===== src/rtl/psr_pkg.sv =====
package psr_pkg;

    localparam int FLAG_W = 8;
    localparam int ALU_W  = 4;

    localparam int B_C = 0;
    localparam int B_Z = 1;
    localparam int B_I = 2;
    localparam int B_D = 3;
    localparam int B_X = 4;
    localparam int B_M = 5;
    localparam int B_V = 6;
    localparam int B_N = 7;

    localparam logic [FLAG_W-1:0] WIDTH_MASK = (FLAG_W'(1) << B_X) | (FLAG_W'(1) << B_M);
    localparam logic [FLAG_W-1:0] RESET_BYTE = WIDTH_MASK | (FLAG_W'(1) << B_I);

    typedef enum logic [3:0] {
        OP_NONE     = 4'd0,
        OP_SET_MASK = 4'd1,
        OP_CLR_MASK = 4'd2,
        OP_CLR_C    = 4'd3,
        OP_SET_C    = 4'd4,
        OP_CLR_D    = 4'd5,
        OP_SET_D    = 4'd6,
        OP_CLR_I    = 4'd7,
        OP_SET_I    = 4'd8,
        OP_CLR_V    = 4'd9,
        OP_PULL     = 4'd10,
        OP_ALU      = 4'd11,
        OP_SWAP_CE  = 4'd12
    } psr_op_e;

    typedef enum logic {
        MODE_NAT = 1'b0,
        MODE_EMU = 1'b1
    } psr_mode_e;

endpackage


===== src/rtl/psr_mode_fsm.sv =====
module psr_mode_fsm
    import psr_pkg::*;
(
    input  logic clk,
    input  logic rst_n,
    input  logic swap_i,
    input  logic carry_i,
    output logic emu_o,
    output logic emu_next_o
);

    psr_mode_e state_q, state_d;

    always_ff @(posedge clk) begin
        if (!rst_n) state_q <= MODE_EMU;
        else        state_q <= state_d;
    end

    always_comb begin
        state_d = state_q;
        unique case (state_q)
            MODE_EMU: if (swap_i && !carry_i) state_d = MODE_NAT;
            MODE_NAT: if (swap_i &&  carry_i) state_d = MODE_EMU;
            default:  state_d = MODE_EMU;
        endcase
    end

    always_comb begin
        emu_o      = (state_q == MODE_EMU);
        emu_next_o = (state_d == MODE_EMU);
    end

    // the mode after an exchange equals the carry before it
    assert_swap_mode_R7: assert property (@(posedge clk) disable iff (!rst_n)
        swap_i |=> (emu_o == $past(carry_i)));

endmodule


===== src/rtl/psr_flag_next.sv =====
module psr_flag_next
    import psr_pkg::*;
(
    input  logic [FLAG_W-1:0] cur_i,
    input  logic              emu_i,
    input  logic [3:0]        op_i,
    input  logic [FLAG_W-1:0] imm_i,
    input  logic [ALU_W-1:0]  alu_flags_i,
    input  logic [ALU_W-1:0]  alu_we_i,
    output logic [FLAG_W-1:0] raw_next_o,
    output logic              swap_o
);

    psr_op_e op;
    assign op = psr_op_e'(op_i);

    always_comb begin
        raw_next_o = cur_i;
        swap_o     = 1'b0;
        case (op)
            OP_SET_MASK: raw_next_o = cur_i | imm_i;
            OP_CLR_MASK: raw_next_o = cur_i & ~imm_i;
            OP_CLR_C:    raw_next_o[B_C] = 1'b0;
            OP_SET_C:    raw_next_o[B_C] = 1'b1;
            OP_CLR_D:    raw_next_o[B_D] = 1'b0;
            OP_SET_D:    raw_next_o[B_D] = 1'b1;
            OP_CLR_I:    raw_next_o[B_I] = 1'b0;
            OP_SET_I:    raw_next_o[B_I] = 1'b1;
            OP_CLR_V:    raw_next_o[B_V] = 1'b0;
            OP_PULL:     raw_next_o = imm_i;
            OP_ALU: begin
                if (alu_we_i[3]) raw_next_o[B_N] = alu_flags_i[3];
                if (alu_we_i[2]) raw_next_o[B_V] = alu_flags_i[2];
                if (alu_we_i[1]) raw_next_o[B_Z] = alu_flags_i[1];
                if (alu_we_i[0]) raw_next_o[B_C] = alu_flags_i[0];
            end
            OP_SWAP_CE: begin
                raw_next_o[B_C] = emu_i;
                swap_o          = 1'b1;
            end
            default: raw_next_o = cur_i;
        endcase
    end

endmodule


===== src/rtl/psr_unit.sv =====
module psr_unit
    import psr_pkg::*;
(
    input  logic        clk,
    input  logic        rst_n,
    input  logic [3:0]  op_i,
    input  logic [7:0]  imm_i,
    input  logic [3:0]  alu_flags_i,
    input  logic [3:0]  alu_we_i,
    output logic [7:0]  status_o,
    output logic        emu_o,
    output logic        acc8_o,
    output logic        idx8_o,
    output logic        idx_trunc_o
);

    logic [FLAG_W-1:0] p_q, raw_next, p_next;
    logic              emu_q, emu_next, swap;
    logic              trunc_q;

    psr_flag_next u_next (
        .cur_i       (p_q),
        .emu_i       (emu_q),
        .op_i        (op_i),
        .imm_i       (imm_i),
        .alu_flags_i (alu_flags_i),
        .alu_we_i    (alu_we_i),
        .raw_next_o  (raw_next),
        .swap_o      (swap)
    );

    psr_mode_fsm u_mode (
        .clk        (clk),
        .rst_n      (rst_n),
        .swap_i     (swap),
        .carry_i    (p_q[B_C]),
        .emu_o      (emu_q),
        .emu_next_o (emu_next)
    );

    assign p_next = emu_next ? (raw_next | WIDTH_MASK) : raw_next;

    always_ff @(posedge clk) begin
        if (!rst_n) begin
            p_q     <= RESET_BYTE;
            trunc_q <= 1'b0;
        end else begin
            p_q     <= p_next;
            trunc_q <= ~p_q[B_X] & p_next[B_X];
        end
    end

    always_comb begin
        status_o    = p_q;
        emu_o       = emu_q;
        acc8_o      = p_q[B_M];
        idx8_o      = p_q[B_X];
        idx_trunc_o = trunc_q;
    end

    // compatibility mode pins both width flags
    assert_emu_widths_R8: assert property (@(posedge clk) disable iff (!rst_n)
        emu_o |-> (status_o[5:4] == 2'b11));

    // carry after an exchange equals the previous mode bit
    assert_swap_carry_R7: assert property (@(posedge clk) disable iff (!rst_n)
        (op_i == 4'd12) |=> (status_o[0] == $past(emu_o)));

    // every masked bit is set afterwards
    assert_mask_set_R2: assert property (@(posedge clk) disable iff (!rst_n)
        (op_i == 4'd1) |=> ((status_o & $past(imm_i)) == $past(imm_i)));

    // every masked bit is clear afterwards (widths excepted in compatibility mode)
    assert_mask_clr_R3: assert property (@(posedge clk) disable iff (!rst_n)
        (op_i == 4'd2) |=> ((status_o & $past(imm_i) & (emu_o ? 8'hCF : 8'hFF)) == 8'h00));

    // pulse only alongside an 8-bit index width
    assert_trunc_width_R10: assert property (@(posedge clk) disable iff (!rst_n)
        idx_trunc_o |-> idx8_o);

    // every rise of the index width raises the pulse
    assert_trunc_rise_R10: assert property (@(posedge clk) disable iff (!rst_n)
        $rose(idx8_o) |-> idx_trunc_o);

    // unassigned codes keep the byte
    assert_idle_hold_R11: assert property (@(posedge clk) disable iff (!rst_n)
        (op_i == 4'd0 || op_i > 4'd12) |=> $stable(status_o));

endmodule


===== config.mk =====
export PLATFORM = sky130hd
export DESIGN_NAME = psr_unit
export DESIGN_NICKNAME = d
export VERILOG_FILES = /design/src/rtl/psr_pkg.sv /design/src/rtl/psr_mode_fsm.sv /design/src/rtl/psr_flag_next.sv /design/src/rtl/psr_unit.sv
export SDC_FILE = /design/constraint.sdc
export NUM_CORES = 1
export LEC_CHECK = 0
export CAP_MARGIN = 20
export CORE_UTILIZATION = 44
export CTS_BUF_LIST = sky130_fd_sc_hd__clkbuf_4 sky130_fd_sc_hd__clkbuf_8 sky130_fd_sc_hd__clkbuf_16
export DETAILED_ROUTE_END_ITERATION = 12
export PLACE_DENSITY = 0.84
export SYNTH_ARGS = -nofsm -noshare
export SYNTH_HDL_FRONTEND = slang
export SYNTH_HIERARCHICAL = 1
export SYNTH_SLANG_ARGS = --single-unit

===== constraint.sdc =====
create_clock -name clk -period 2.8 [get_ports clk]
set_clock_uncertainty 0.1 [all_clocks]
set_input_delay 0.28 -clock clk [delete_from_list [all_inputs] [get_ports clk]]
set_output_delay 0.28 -clock clk [all_outputs]
set_load 0.01 [all_outputs]

==> results.yml, run 1 <==
run_status:
  status: "complete, no violations"
pwr:
  p_leak_nw: 0.447
  p_total_mw: 0.405
  powerDensity_nw_per_um2: 354
  peakVddDrop_uv: 272
cts:
  cts_setup_buffers: 0
  ctsResizeCount: 0
  cts-hold-fix-buffers: 0
  path_clk_slew_ns: 0.06
  cts_inserted_buffers: 3
  clock_latency_ns: 0.26
  tritoncts: "built"
  root_buffer: "clkbuf_4"
  clock_path_buffers: 2
  clkSinkCount: 10
  htreeDepth: 1
worst_setup_path:
  crit_chain: "clkdlybuf4s50_1, nor2_1, and3_1, mux2_4, or3b_1"
  cp_data_arrival_time_ns: 2.15
  path_buf_inv: 1
  ff2ff_path_depth: 5
  cp_top_family: "simple AND/OR/NAND/NOR gates"
  cp_num_cells: 5
  crit_path_max_fanout: 15
  worstSetupPathType: "in2reg"
  end_kind: "flop"
  crit_slowest_cell: "clkdlybuf4s50_1"
  startpoint_type: "input port"
  timing.critical_path.slowest_cell_delay_ns: 0.64
  crit_required_ns: 2.85
routing:
  firstDrtPassIters: 5
  drc: 0
  drtAntennaViolNets: 0
  via_per_inst: 5.40
  wl_per_cell_um: 13.3
  vias: 864
  initialDrtViolationCount: 28
  wirelength_mm: 2.13
yosys:
  synth_top_flop_cell: "dfxtp_1"
  yosysTopAreaCell: "dfxtp_1"
  syn_inst: 104
  ys_ff_latch: 10
  ys_seq_area_share_pct: 25.4
  synth_top_area_share_pct: 25.4
  ys_types: 37
  synthArstFlopShare_pct: 0
  syn_nets: 126
  synth-edff-count: 0
  synthTopCellsByArea: "dfxtp_1, a21oi_1, and2_2"
  yosysWarnings: 6
  synth_area_um2: 790
  synth_area_per_cell_um2: 7.59
place:
  portBuffers: 33
  hpwlAfterDp_mm: 1.54
  place_congestion: 0.822
cells_and_area:
  drive_gt1_share_pct: 14.7
  layout_commonest_cell: "clkdlybuf4s50_1"
  syn_to_final_growth_pct: 44.8
  fin_nets: 159
  antenna_cells: 0
  final_cell_mix: "clkdlybuf4s50_1, a21oi_1, nor2_1, dfxtp_1"
worst_hold_path:
  hold_path.class: "reg2reg"
  holdPathStages: 1
floorplan:
  dieArea_um2: 1970
  rows: 14
  ios: 34
  fp.coreArea_um2: 1590
  die_y_um: 44.4
  die_w_um: 44.4
  initial_core_util_pct: 49.5
timing:
  timing.setup.tns_ns: 0
  slew_violations: 0
  hold_viol: 0
  finalSetupViolCount: 0
  period_minus_slack_ns: 2.10
  maxSlewHeadroom_pct: 68.4
  rsz0062_at_grt: "no"
  tightestPinTransition_ns: 0.473
  fmax_ghz: 0.476
  post-route-period-util_pct: 75.1
grt:
  grt_pass1_wl_mm: 3.42
  antenna_found_initial: 0
  grt_start_max_net_pins: 23
  gr-total-overflow: 0
  grt_pass1_vias: 829
  grt_usage_pct: 23.6
flow_run:
  maxCapViolCount: 0
## cells in the mapped netlist (all sizes together) (2+ instances only)
library cell  count
a21oi            14
a22oi             2
a2bb2oi           2
and2              6
and3              2
buf               6
dfxtp            10
inv               4
mux2              2
nand2             7
nand2b            3
nand3             6
nor2             11
nor2b             2
nor3b             2
o21ai             9
o221ai            2
or3b              3
## cell type report
cell class / count / area [um^2]
inverters: 4 / 15.0
clock buffers: 4 / 36.3
repair buffers: 35 / 345
multi-input cells: 83 / 517
fillers: 137 / 450
flip-flops and latches: 10 / 200
well taps: 24 / 30.0
## kinds of logic (layout without fill, tap and decap cells)
kind of cell | Yosys count | after routing | synth area share, %
AO/OA/AOI/OAI | 34 | 34 | 27.3
XOR/XNOR | 1 | 1 | 1.11
buffers and inverters | 11 | 43 | 9.19
flip-flops | 10 | 10 | 25.4
multiplexers | 2 | 2 | 3.33
AND/OR/NAND/NOR | 46 | 46 | 33.8
## power breakdown
group / switching (mW) / total (mW) / leakage (nW) / internal, mW
logic: 0.0506 / 0.118 / 0.344 / 0.0672
clock network: 0.0533 / 0.132 / 0.0210 / 0.0790
registers: 0.00654 / 0.155 / 0.0817 / 0.149
total: 0.110 / 0.405 / 0.447 / 0.295
## sequential cells by signal (all words and copies together), names as in the netlist
| signal | flops |
|---|---|
| status_o | 8 |
| idx_trunc_o | 1 |
| u_mode/emu_o | 1 |
## path summary, 6_finish.rpt
kind	startpoint	end	slack, ns
worst max register to register	status_o[0]$_SDFF_PN0_	status_o[0]$_SDFF_PN0_	1.32
worst min-delay path	status_o[4]$_SDFF_PN1_	idx_trunc_o$_SDFF_PN0_	0.43
worst min register to register	status_o[4]$_SDFF_PN1_	idx_trunc_o$_SDFF_PN0_	0.43
worst max-delay path	op_i[0]	status_o[5]$_SDFF_PP1_	0.70
## stage by stage
| stage | hold slack [ns] | cells | setup slack (ns) | utilization [%] | cell area [um^2] |
|---|---|---|---|---|---|
| floorplan | 0.242 | 104 | 1.15 | - | 790 |
| global placement | 0.397 | 156 | 0.481 | 69.5 | 1110 |
| detailed placement | 0.422 | 156 | 0.461 | 69.5 | 1110 |
| CTS | 0.440 | 160 | 0.739 | 71.7 | 1140 |
| global route | 0.462 | 160 | 0.603 | 71.7 | 1140 |
| finish | 0.432 | 160 | 0.697 | 71.7 | 1140 |
## worst reg2reg max path: stages, from the launching register on
cell and delay, ns:
dfxtp_1 0.37, nor3b_2 0.18, o21ai_0 0.09, a222oi_1 0.35
a21oi_1 0.10, and2_2 0.19
## metal layers
metal,wire (um),GRT usage [%]
met1,870,25.6
met2,1060,43.2
met3,190,9.80
met4,7,3.64
met5,0,0
Power figures use the tool's default switching activity.
==> run 2, diff against run 1 <==
--- a/config.mk
+++ b/config.mk
@@ -6,10 +6,11 @@
 export NUM_CORES = 1
 export LEC_CHECK = 0
 export CAP_MARGIN = 20
-export CORE_UTILIZATION = 44
+export CORE_ASPECT_RATIO = 0.7
+export CORE_UTILIZATION = 37
 export CTS_BUF_LIST = sky130_fd_sc_hd__clkbuf_4 sky130_fd_sc_hd__clkbuf_8 sky130_fd_sc_hd__clkbuf_16
 export DETAILED_ROUTE_END_ITERATION = 12
-export PLACE_DENSITY = 0.84
+export PLACE_DENSITY = 0.75
 export SYNTH_ARGS = -nofsm -noshare
 export SYNTH_HDL_FRONTEND = slang
 export SYNTH_HIERARCHICAL = 1
==> constraint.sdc (replaced) <==
create_clock -name clk -period 1.7 [get_ports clk]
set_clock_uncertainty 0.1 [all_clocks]
set_input_delay 0.17 -clock clk [delete_from_list [all_inputs] [get_ports clk]]
set_output_delay 0.17 -clock clk [all_outputs]
set_load 0.01 [all_outputs]
==> run 2 against run 1 <==
  * The flow now finishes with violations (DRC)
  * Via count rose by 7.8%
  * Die area rose by 18%
  * Non-clock buffer count rose by 20
  * Utilization fell by 5.4 points
  * Register-to-register slack got worse by 1.2 ns
  * Critical path depth fell by 4
  * Sequential share of layout area fell by 1.9 points
  * Total power rose by 63%
  * First-iteration DRC count rose by 64%
  * Highest routed layer unchanged
==> results.yml, run 2 (synthesis gave the netlist of run 1 again) <==
cells_and_area:
  finalNonFillerCells: 177
  fin_nets: 179
  multi_input_area_um2: 517
  syn_to_final_growth_pct: 62.8
  fill_cells: 162
  layout.area.seq_um2: 200
  fin_area_um2: 1280
  final_core_util_pct: 66.4
  layout_commonest_cell: "clkdlybuf4s50_1"
  final_cell_mix: "clkdlybuf4s50_1, buf_4, a21oi_1"
  largest_reg_flops: 8
  antenna_cells: 0
  drive_gt1_share_pct: 25.2
run_status:
  violations: "DRC"
  status: "complete, but fails checks"
routing:
  via_per_inst: 5.26
  vias: 931
  initialDrtViolationCount: 46
  drc: 2
  wl_per_cell_um: 13.0
  firstDrtPassIters: 9
  wirelength_mm: 2.30
  drtAntennaViolNets: 0
timing:
  setup_slack_ns: 0.145
  post-route-period-util_pct: 91.5
  tightestPinTransition_ns: 0.359
  rsz0062_at_grt: "no"
  slew_violations: 0
  fmax_ghz: 0.643
  period_minus_slack_ns: 1.56
  hold_viol: 0
  finalSetupViolCount: 0
  maxSlewHeadroom_pct: 76.0
place:
  portBuffers: 33
  post-place-cells: 174
  place_ws_ns: -0.279
  place_congestion: 0.819
  hpwlAfterDp_mm: 1.74
  dpl-instance-area_um2: 1250
floorplan:
  ios: 34
  dieArea_um2: 2330
  rows: 13
  die_y_um: 40.7
  die_w_um: 57.2
  initial_core_util_pct: 40.8
  fp.coreArea_um2: 1940
grt:
  grt_pass1_vias: 816
  grt_pass1_wl_mm: 3.55
  antenna_found_initial: 0
  gr-total-overflow: 0
  grt_usage_pct: 21.5
  grt_start_max_net_pins: 12
worst_setup_path:
  cp_top_family: "buffers and inverters"
  startpoint_type: "flop"
  cp_data_arrival_time_ns: 1.29
  timing.critical_path.slowest_cell_delay_ns: 0.58
  crit_required_ns: 1.43
  crit_path_max_fanout: 6
  crit_chain: "clkdlybuf4s50_1"
  end_kind: "output pin"
  path_buf_inv: 1
  worstSetupPathType: "reg2out"
  crit_slowest_cell: "clkdlybuf4s50_1"
pwr:
  clkPwrFrac_pct: 26.5
  powerDensity_nw_per_um2: 515
  p_total_mw: 0.662
  p_leak_nw: 0.563
  peakVddDrop_uv: 363
  switching_share_pct: 29.7
  p_sw_mw: 0.197
  p_comb_share_pct: 35.0
  power_frac_seq_pct: 38.5
  p_int_mw: 0.465
cts:
  clkSinkCount: 10
  path_clk_slew_ns: 0.08
  clock_latency_ns: 0.28
  tritoncts: "built"
  cts-hold-fix-buffers: 0
  cts_setup_buffers: 0
  clock_path_buffers: 2
  root_buffer: "clkbuf_4"
  cts_inserted_buffers: 3
  htreeDepth: 1
worst_hold_path:
  hold_path.class: "in2reg"
flow_run:
  maxCapViolCount: 0
## run 2: cell types whose count changed in the layout (fill, tap and decap cells not counted), sizes merged
cell | previous run | this run
buf | 2 | 22
clkbuf | 4 | 3
clkdlybuf4s50 | 33 | 30
dlymetal6s2s | 0 | 3
## run 2: repair_timing
action                                 4_1_cts  5_1_grt
setup endpoints to repair                    0        8
endpoints found under the hold margin        0        0
resized for setup                            0        3
## run 2: worst register-to-register path, cell delays in order, from the launching register on
cell and delay (ns):
dfxtp_1 0.36, nor3b_2 0.21, o21ai_0 0.09, a222oi_1 0.37
a21oi_1 0.10, and2_2 0.19
## run 2: metal layers
metal | vias to the layer above | part of all wire [%] | routed length (um) | global-route usage [%]
met2 | 27 | 44 | 1010 | 35.3
li1 | 474 | - | - | -
met3 | 2 | 5.4 | 125 | 8.20
met1 | 428 | 50 | 1150 | 26.2
met4 | 0 | 0.56 | 13 | 8.54
met5 | - | 0 | 0 | 0
## run 2: area by class of cell
| cell class | instances | area share, % |
|---|---|---|
| multi-input combinational | 83 | 40.2 |
| inverter | 4 | 1.17 |
| clock buffer | 3 | 1.75 |
| tap | 22 | 2.14 |
| sequential | 10 | 15.6 |
| timing repair buffer | 55 | 39.1 |
## run 2: path summary, 6_finish.rpt
path                                from                     end  slack (ns)  cells past startpoint
setup / recovery  status_o[0]$_SDFF_PN0_             status_o[0]        0.14                      1
hold / removal                   op_i[0]  status_o[5]$_SDFF_PP1_        0.41                      6
setup reg to reg  status_o[0]$_SDFF_PN0_  status_o[0]$_SDFF_PN0_        0.17                      5
hold reg to reg   status_o[4]$_SDFF_PN1_  idx_trunc_o$_SDFF_PN0_        0.42                      1
## run 2: stage by stage
stage	hold WS, ns	setup TNS, ns
floorplan	0.132	0
global placement	0.399	-1.85
detailed placement	0.409	-2.16
CTS	0.420	0
global route	0.445	0
finish	0.412	0
## run 2: power groups by stage
stage | Combinational [mW] | Clock [mW] | Sequential, mW
after detailed placement | 0.229 | 0 | 0.261
after CTS | 0.230 | 0.180 | 0.255
final | 0.231 | 0.175 | 0.255
after floorplan | 0.0981 | 0 | 0.263
after global placement | 0.225 | 0 | 0.260
after global routing | 0.251 | 0.188 | 0.257
